===== src/rtl/acc_store_pkg.sv =====
package acc_store_pkg;
    localparam int ACC_W  = 40;
    localparam int DATA_W = 16;
    localparam int HI_W   = ACC_W - DATA_W;
    localparam int EXT_W  = HI_W + 1;

    typedef enum logic {
        RND_HALF_UP   = 1'b0,
        RND_HALF_EVEN = 1'b1
    } rnd_mode_e;

    typedef enum logic {
        DST_REG = 1'b0,
        DST_MEM = 1'b1
    } dst_mode_e;

    typedef struct packed {
        logic [EXT_W-1:0] val;
        logic             inc;
    } rnd_word_t;

    localparam logic [DATA_W-1:0] POS_MAX = {1'b0, {(DATA_W-1){1'b1}}};
    localparam logic [DATA_W-1:0] NEG_MAX = {1'b1, {(DATA_W-1){1'b0}}};

    function automatic logic want_inc(input logic [DATA_W-1:0] lo,
                                      input logic hi_lsb,
                                      input rnd_mode_e mode);
        logic above_half;
        above_half = |lo[DATA_W-2:0];
        return lo[DATA_W-1] && ((mode == RND_HALF_UP) || above_half || hi_lsb);
    endfunction
endpackage


===== src/rtl/acc_round.sv =====
module acc_round
    import acc_store_pkg::*;
(
    input  logic             clk,
    input  logic             rst,
    input  logic [ACC_W-1:0] acc,
    input  logic             do_round,
    input  rnd_mode_e        mode,
    output rnd_word_t        res
);
    logic [HI_W-1:0]   hi;
    logic [DATA_W-1:0] lo;
    logic              inc;

    always_comb begin
        hi      = acc[ACC_W-1:DATA_W];
        lo      = acc[DATA_W-1:0];
        inc     = do_round && want_inc(lo, hi[0], mode);
        res.inc = inc;
        res.val = {hi[HI_W-1], hi} + {{(EXT_W-1){1'b0}}, inc};
    end

    assert_inc_needs_half_R2: assert property (@(posedge clk) disable iff (rst)
        res.inc |-> acc[DATA_W-1]);

    assert_even_tie_R3: assert property (@(posedge clk) disable iff (rst)
        (mode == RND_HALF_EVEN && acc[DATA_W-1:0] == NEG_MAX && !acc[DATA_W])
        |-> !res.inc);
endmodule


===== src/rtl/acc_sat.sv =====
module acc_sat
    import acc_store_pkg::*;
(
    input  logic              clk,
    input  logic              rst,
    input  rnd_word_t         res,
    input  logic              sat_en,
    output logic [DATA_W-1:0] q
);
    logic fits;
    logic neg;

    always_comb begin
        neg  = res.val[EXT_W-1];
        fits = (&res.val[EXT_W-1:DATA_W-1]) || !(|res.val[EXT_W-1:DATA_W-1]);
        if (sat_en && !fits)
            q = neg ? NEG_MAX : POS_MAX;
        else
            q = res.val[DATA_W-1:0];
    end

    assert_clamp_R5: assert property (@(posedge clk) disable iff (rst)
        (sat_en && !fits) |-> (q == POS_MAX || q == NEG_MAX));

    assert_clamp_sign_R5: assert property (@(posedge clk) disable iff (rst)
        (sat_en && !fits) |-> (q[DATA_W-1] == res.val[EXT_W-1]));
endmodule


===== src/rtl/wb_ptr.sv =====
module wb_ptr
    import acc_store_pkg::*;
#(
    parameter int AW   = 16,
    parameter int STEP = 2
) (
    input  logic              clk,
    input  logic              rst,
    input  logic              st_req,
    input  dst_mode_e         dst,
    input  logic [AW-1:0]     ptr_cur,
    input  logic [DATA_W-1:0] data,
    output logic [AW-1:0]     ptr_q
);
    localparam logic [AW-1:0] STEP_V = AW'(STEP);

    always_ff @(posedge clk) begin
        if (rst)
            ptr_q <= '0;
        else if (st_req)
            ptr_q <= (dst == DST_MEM) ? ptr_cur + STEP_V : AW'(data);
    end

    assert_post_inc_R8: assert property (@(posedge clk) disable iff (rst)
        (st_req && dst == DST_MEM) |=> ptr_q == $past(ptr_cur) + STEP_V);

    assert_direct_R9: assert property (@(posedge clk) disable iff (rst)
        (st_req && dst == DST_REG) |=> ptr_q == AW'($past(data)));

    assert_hold_R10: assert property (@(posedge clk) disable iff (rst)
        !st_req |=> $stable(ptr_q));
endmodule


===== src/rtl/acc_store_path.sv =====
module acc_store_path
    import acc_store_pkg::*;
#(
    parameter int AW       = 16,
    parameter int PTR_STEP = 2
) (
    input  logic              clk,
    input  logic              rst,
    input  logic              st_req,
    input  logic              mac_wb,
    input  logic              tgt_b,
    input  logic [ACC_W-1:0]  acc_a,
    input  logic [ACC_W-1:0]  acc_b,
    input  logic              rnd_req,
    input  logic              rnd_even,
    input  logic              sat_en,
    input  logic              dst_ind,
    input  logic [AW-1:0]     ptr_cur,
    output logic [DATA_W-1:0] wr_data,
    output logic              mem_we,
    output logic              reg_we,
    output logic [AW-1:0]     wr_addr,
    output logic [AW-1:0]     ptr_upd
);
    logic             use_b;
    logic [ACC_W-1:0] acc_sel;
    logic             do_round;
    rnd_word_t        rnd;
    rnd_mode_e        mode;
    dst_mode_e        dst;

    always_comb begin
        use_b    = mac_wb ? !tgt_b : tgt_b;
        acc_sel  = use_b ? acc_b : acc_a;
        do_round = rnd_req || mac_wb;
        mode     = rnd_even ? RND_HALF_EVEN : RND_HALF_UP;
        dst      = dst_ind ? DST_MEM : DST_REG;
        mem_we   = st_req && dst_ind;
        reg_we   = st_req && !dst_ind;
        wr_addr  = ptr_cur;
    end

    acc_round u_round (
        .clk(clk), .rst(rst), .acc(acc_sel), .do_round(do_round),
        .mode(mode), .res(rnd)
    );

    acc_sat u_sat (
        .clk(clk), .rst(rst), .res(rnd), .sat_en(sat_en), .q(wr_data)
    );

    wb_ptr #(.AW(AW), .STEP(PTR_STEP)) u_ptr (
        .clk(clk), .rst(rst), .st_req(st_req), .dst(dst),
        .ptr_cur(ptr_cur), .data(wr_data), .ptr_q(ptr_upd)
    );

    assert_strobe_excl_R7: assert property (@(posedge clk) disable iff (rst)
        !(mem_we && reg_we));
endmodule


===== config.mk =====
export PLATFORM = sky130hd
export DESIGN_NAME = acc_store_path
export DESIGN_NICKNAME = d
export VERILOG_FILES = /design/src/rtl/acc_store_pkg.sv /design/src/rtl/acc_round.sv /design/src/rtl/acc_sat.sv /design/src/rtl/wb_ptr.sv /design/src/rtl/acc_store_path.sv
export SDC_FILE = /design/constraint.sdc
export NUM_CORES = 1
export LEC_CHECK = 0
export ABC_AREA = 1
export BUFFER_PORTS_ARGS = -buffer_cell sky130_fd_sc_hd__buf_2
export CORE_MARGIN = 3
export CORE_UTILIZATION = 47
export DETAILED_ROUTE_END_ITERATION = 6
export PLACE_DENSITY = 0.83
export SYNTH_ARGS = -nofsm -noshare
export SYNTH_HDL_FRONTEND = slang
export SYNTH_HIERARCHICAL = 1
export SYNTH_SLANG_ARGS = --single-unit
export TNS_END_PERCENT = 20

===== constraint.sdc =====
create_clock -name clk -period 3.9 [get_ports clk]
set_input_delay 0.39 -clock clk [delete_from_list [all_inputs] [get_ports clk]]
set_output_delay 0.39 -clock clk [all_outputs]
set_load 0.05 [all_outputs]

==> results.sh, run 1 <==
export IMPL_grt_pass1_vias=3508
export IMPL_fin_skew_ns=0
export IMPL_worstSetupEndpointType="output port"
export IMPL_numCtsBuffers=3
export IMPL_drt_iter0_drc=242
export IMPL_coreArea_um2=6030
export IMPL_finalSetupViolCount=0
export IMPL_status="finished clean"
export IMPL_p_per_area_nw_per_um2=235
export IMPL_slew_headroom=0.678
export IMPL_num_vias=3876
export IMPL_grt_max_degree=23
export IMPL_reg2reg_depth=2
export IMPL_r2r_start="u_ptr/ptr_q[0]$_SDFFE_PP0P_"
export IMPL_tightest_slew_ns=0.480
export IMPL_hold_slack_ns=0.396
export IMPL_die_x_um=85.8
export IMPL_final_common_cell="nand2_1"
export IMPL_clock_latency_ns=0.25
export IMPL_cts_hold_buf=0
export IMPL_drive_above_1_share=0.363
export IMPL_reg2reg_slack_ns=3.25
export IMPL_track_usage=0.250
export IMPL_worstPathRequired_ns=3.51
export IMPL_num_io_pins=155
export IMPL_grt_overflow_total=0
export IMPL_root_buffer="clkbuf_8"
export IMPL_largest_reg_flops=16
export IMPL_start_util=0.496
export IMPL_slew_viol_final=0
export IMPL_cts_sinks=16
export IMPL_ant_nets=0
export IMPL_layout_common_cells="150 x nand2_1, 138 x buf_2, 103 x nand3_1"
export IMPL_path_class="in2out"
export IMPL_antenna_found_initial=0
export IMPL_critPathMaxFanout=10
export IMPL_total_power_mw=0.921
export IMPL_r2r_end="u_ptr/ptr_q[0]$_SDFFE_PP0P_"
export IMPL_nFillCells=593
export IMPL_cp_endpoint="wr_data[2]"
export IMPL_crit_slowest_cell="nor2_1"
export IMPL_critPathMaxStageDelay_ns=0.22
export IMPL_grt_pass1_wl_mm=15.4
export IMPL_fmax_mhz=270
export IMPL_cp_arrival_ns=3.32
export IMPL_hold_violations=0
export IMPL_diodes=0
export IMPL_htreeDepth=1
export IMPL_areaGrowthSynthToFinish_pct=31.1
export IMPL_syn_avg_cell_area_um2=5.63
export IMPL_top_regs="u_ptr/ptr_q (16)"
export IMPL_cts_tree="built"
export IMPL_period_share=0.950
export IMPL_hpwl_mm=8.07
export IMPL_synth_area_um2=2990
export IMPL_rows=28
export IMPL_syn_num_nets=639
export IMPL_layout_nets=775
export IMPL_regMostFlops="u_ptr/ptr_q"
export IMPL_leakage_nw=2.12
export IMPL_worst_path_buf_inv=6
export IMPL_drc=0
export IMPL_worstHoldPathType="in2reg"
export IMPL_firstDrtPassIters=5
export IMPL_dieArea_um2=7350
export IMPL_cp_depth=26
export IMPL_post_drt_wl_per_cell_um=13.1
export IMPL_wl_mm=9.68
export IMPL_setup_tns_ns=0
export IMPL_critPathLaunchType="input pin"
export IMPL_fin_crit_ns=3.71
export IMPL_clk_pin_slew_ns=0.06
export IMPL_ys_warn_count=6
export IMPL_postSynthCellCount=531
export IMPL_drv_cap=0
export IMPL_critPathLaunch="mac_wb"
export IMPL_via_per_inst=5.23
export IMPL_clk_path_buf_depth=2
export IMPL_ir_drop_mv=0.158
export IMPL_fp_dieH_um=85.8
export IMPL_path_delay_family="simple AND/OR/NAND/NOR gates"
export IMPL_gp_congestion=0.943
export IMPL_io_buffers=154
-- worst min path at each step --
stage	startpoint	end	slack (ns)	cells past startpoint
floorplan	rst	u_ptr/ptr_q[11]$_SDFFE_PP0P_	0.45	1
global placement	u_ptr/ptr_q[10]$_SDFFE_PP0P_	u_ptr/ptr_q[10]$_SDFFE_PP0P_	0.46	2
detailed placement	u_ptr/ptr_q[12]$_SDFFE_PP0P_	u_ptr/ptr_q[12]$_SDFFE_PP0P_	0.46	2
CTS	rst	u_ptr/ptr_q[11]$_SDFFE_PP0P_	0.39	2
global route	rst	u_ptr/ptr_q[13]$_SDFFE_PP0P_	0.40	2
finish	rst	u_ptr/ptr_q[13]$_SDFFE_PP0P_	0.40	2
-- timing repair --
| action | CTS | global route |
|---|---|---|
| setup endpoints to repair | 0 | 16 |
| endpoints found under the hold margin | 0 | 0 |
| resized for setup | 0 | 53 |
| setup buffers | 0 | 2 |
-- report_power, final --
group / leakage, nW / internal [mW] / switching, mW
clock: 0.0288 / 0.0895 / 0.0572
combinational: 1.96 / 0.196 / 0.396
sequential: 0.133 / 0.176 / 0.00636
-- final cells by class --
type,count,area [um^2],area share
well taps,75,93.8,0.0239
repair buffers,169,987,0.252
inverters,34,128,0.0326
flip-flops and latches,16,320,0.0817
clock buffers,4,55.1,0.0140
multi-input cells,443,2340,0.596
-- through the flow --
step                      cells  instance area, um^2  worst slack [ns]  utilization
after floorplan             531                 2990             0.475            -
after global placement      733                 3670             0.142        0.610
after detailed placement    733                 3670           0.00364        0.610
after CTS                   737                 3730           0.00292        0.619
after global routing        741                 3920           -0.0130        0.651
final                       741                 3920             0.194        0.651
-- layer usage --
| metal | up-vias | global-route usage | share of wire |
|---|---|---|---|
| li1 | 1985 | - | - |
| met1 | 1696 | 0.318 | 0.41 |
| met2 | 181 | 0.454 | 0.49 |
| met3 | 14 | 0.0163 | 0.078 |
| met4 | 0 | 0.0633 | 0.015 |
| met5 | - | 0 | 0 |
No activity file was read; power rests on OpenSTA's default activity.
==> inputs of run 2 (changes only) <==
Clock period 3.9 ns to 4.1 ns, I/O delays scaled along.
==> run 2 against run 1 <==
Die area stayed put; global-route usage up 0.24 points; clock power shrank 22%; first-iteration DRC count down 21%; routed wire length rose by 2.1%; critical path type unchanged; highest routed layer unchanged.
==> results.sh, run 2 (same netlist as run 1, synthesis figures left out) <==
export IMPL_status="finished clean"
export IMPL_hold_path_endpoint="u_ptr/ptr_q[13]$_SDFFE_PP0P_"
export IMPL_start_util=0.496
export IMPL_slew_headroom=0.642
export IMPL_comb_power_share=0.659
export IMPL_placed_area_um2=3650
export IMPL_grt_max_degree=41
export IMPL_fin_area_um2=3880
export IMPL_cp_arrival_ns=3.40
export IMPL_grt_pass1_wl_mm=15.5
export IMPL_largest_reg_flops=16
export IMPL_critPathMaxFanout=20
export IMPL_grt_overflow_total=0
export IMPL_use_met1=0.324
export IMPL_drv_cap=0
export IMPL_worstHoldPathType="in2reg"
export IMPL_cts_sinks=16
export IMPL_drt_iter0_drc=190
export IMPL_worstPathRequired_ns=3.69
export IMPL_fin_crit_ns=3.81
export IMPL_clk_path_buf_depth=2
export IMPL_worstSetupEndpointType="output port"
export IMPL_r2r_start="u_ptr/ptr_q[0]$_SDFFE_PP0P_"
export IMPL_final_common_cell="nand2_1"
export IMPL_numCtsBuffers=3
export IMPL_tightest_slew_ns=0.533
export IMPL_top_regs="u_ptr/ptr_q (16)"
export IMPL_drc=0
export IMPL_num_io_pins=155
export IMPL_track_usage=0.252
export IMPL_p_switching_mw=0.433
export IMPL_areaGrowthSynthToFinish_pct=29.7
export IMPL_reg2reg_slack_ns=3.46
export IMPL_met3_usage=0.0221
export IMPL_layout_common_cells="151 x nand2_1, 138 x buf_2, 104 x nand3_1"
export IMPL_ir_drop_mv=0.140
export IMPL_hold_start="rst"
export IMPL_io_buffers=154
export IMPL_dp_cells=728
export IMPL_wl_mm=9.88
export IMPL_period_share=0.928
export IMPL_antenna_found_initial=0
export IMPL_fmax_mhz=263
export IMPL_ant_nets=0
export IMPL_p_int_mw=0.413
export IMPL_via_per_inst=5.27
export IMPL_met2_usage=0.439
export IMPL_total_power_mw=0.846
export IMPL_critPathLaunchType="input pin"
export IMPL_finalSetupViolCount=0
export IMPL_clk_pin_slew_ns=0.06
export IMPL_leakage_nw=2.10
export IMPL_firstDrtPassIters=5
export IMPL_cts_hold_buf=0
export IMPL_htreeDepth=1
export IMPL_clock_latency_ns=0.24
export IMPL_place_ws_ns=0.0809
export IMPL_coreArea_um2=6030
export IMPL_fin_cells=736
export IMPL_hold_violations=0
export IMPL_reg2reg_depth=2
export IMPL_num_vias=3877
export IMPL_fp_dieH_um=85.8
export IMPL_layout_nets=771
export IMPL_die_x_um=85.8
export IMPL_post_drt_wl_per_cell_um=13.4
export IMPL_hpwl_mm=7.99
export IMPL_grt_pass1_vias=3503
export IMPL_dieArea_um2=7350
export IMPL_r2r_end="u_ptr/ptr_q[0]$_SDFFE_PP0P_"
export IMPL_slew_viol_final=0
export IMPL_seq_power_share=0.205
export IMPL_path_class="in2out"
export IMPL_regMostFlops="u_ptr/ptr_q"
export IMPL_fin_skew_ns=0
export IMPL_cts_tree="built"
export IMPL_p_per_area_nw_per_um2=218
export IMPL_sw_frac_of_total=0.512
export IMPL_p_clk_frac=0.136
export IMPL_whs_path_depth=2
export IMPL_diodes=0
export IMPL_setup_slack_ns=0.294
export IMPL_gp_congestion=0.907
export IMPL_top_usage_layer="met2"
export IMPL_rows=28
export IMPL_drive_above_1_share=0.359
export IMPL_root_buffer="clkbuf_8"
run 2: cell count changes in the layout (fill, tap and decap cells not counted), moves of 2 or more:
cell | before | now
buf_4 | 20 | 15
ha_2 | 0 | 2
ha_4 | 2 | 0
nand2_2 | 33 | 31
run 2: how the worst max path moves through the flow:
stage,startpoint,endpoint,slack (ns)
floorplan,mac_wb,wr_data[15],0.64
global placement,tgt_b,wr_data[14],0.25
detailed placement,tgt_b,wr_data[14],0.08
CTS,tgt_b,wr_data[14],0.08
global route,mac_wb,wr_data[0],-0.02
finish,tgt_b,wr_data[11],0.29
run 2: timing repair:
item | 4_1_cts | 5_1_grt
resized for setup | 0 | 54
setup endpoints to repair | 0 | 16
buffers inserted | 0 | 2
run 2: power groups by stage:
stage | combinational, mW | sequential, mW | clock [mW]
after floorplan | 0.346 | 0.217 | 0
after global placement | 0.514 | 0.177 | 0
after detailed placement | 0.519 | 0.177 | 0
after CTS | 0.520 | 0.174 | 0.118
after global routing | 0.603 | 0.175 | 0.128
final | 0.557 | 0.174 | 0.115
run 2: layout make-up:
type	instances	area [um^2]
inverter	34	128
timing repair buffer	164	953
multi-input combinational	444	2340
clock buffer	3	41.3
fill	594	2150
sequential	16	320
tap	75	93.8
run 2: layer usage:
layer / vias to the layer above / share of wire
li1: 1974 / -
met1: 1684 / 0.41
met2: 198 / 0.49
met3: 21 / 0.074
met4: 0 / 0.025
met5: - / 0
run 2: through the flow:
step / setup TNS [ns] / utilization / hold slack (ns)
2_1_floorplan: 0 / - / 0.472
3_3_place_gp: 0 / 0.605 / 0.453
3_5_place_dp: 0 / 0.605 / 0.461
4_1_cts: 0 / 0.612 / 0.415
5_1_grt: -0.156 / 0.643 / 0.423
6_report: 0 / 0.643 / 0.415
run 2: worst max-delay path, cell delays in order:
cell      delay (ns)
buf_2           0.11
inv_2           0.07
nand2_4         0.07
buf_12          0.16
nand3_1         0.08
nand2_1         0.05
nor2_1          0.12
nand2_1         0.06
nor2_1          0.08
nand2_1         0.06
o21bai_1        0.14
inv_1           0.06
ha_2            0.19
ha_2            0.20
nand2_4         0.09
nor2_4          0.05
nand2_2         0.10
nor3_1          0.07
nor2_1          0.20
nand2_1         0.11
nor2_2          0.17
nand3_4         0.18
nand3_4         0.20
nand2_2         0.07
nand2_2         0.07
buf_4           0.20
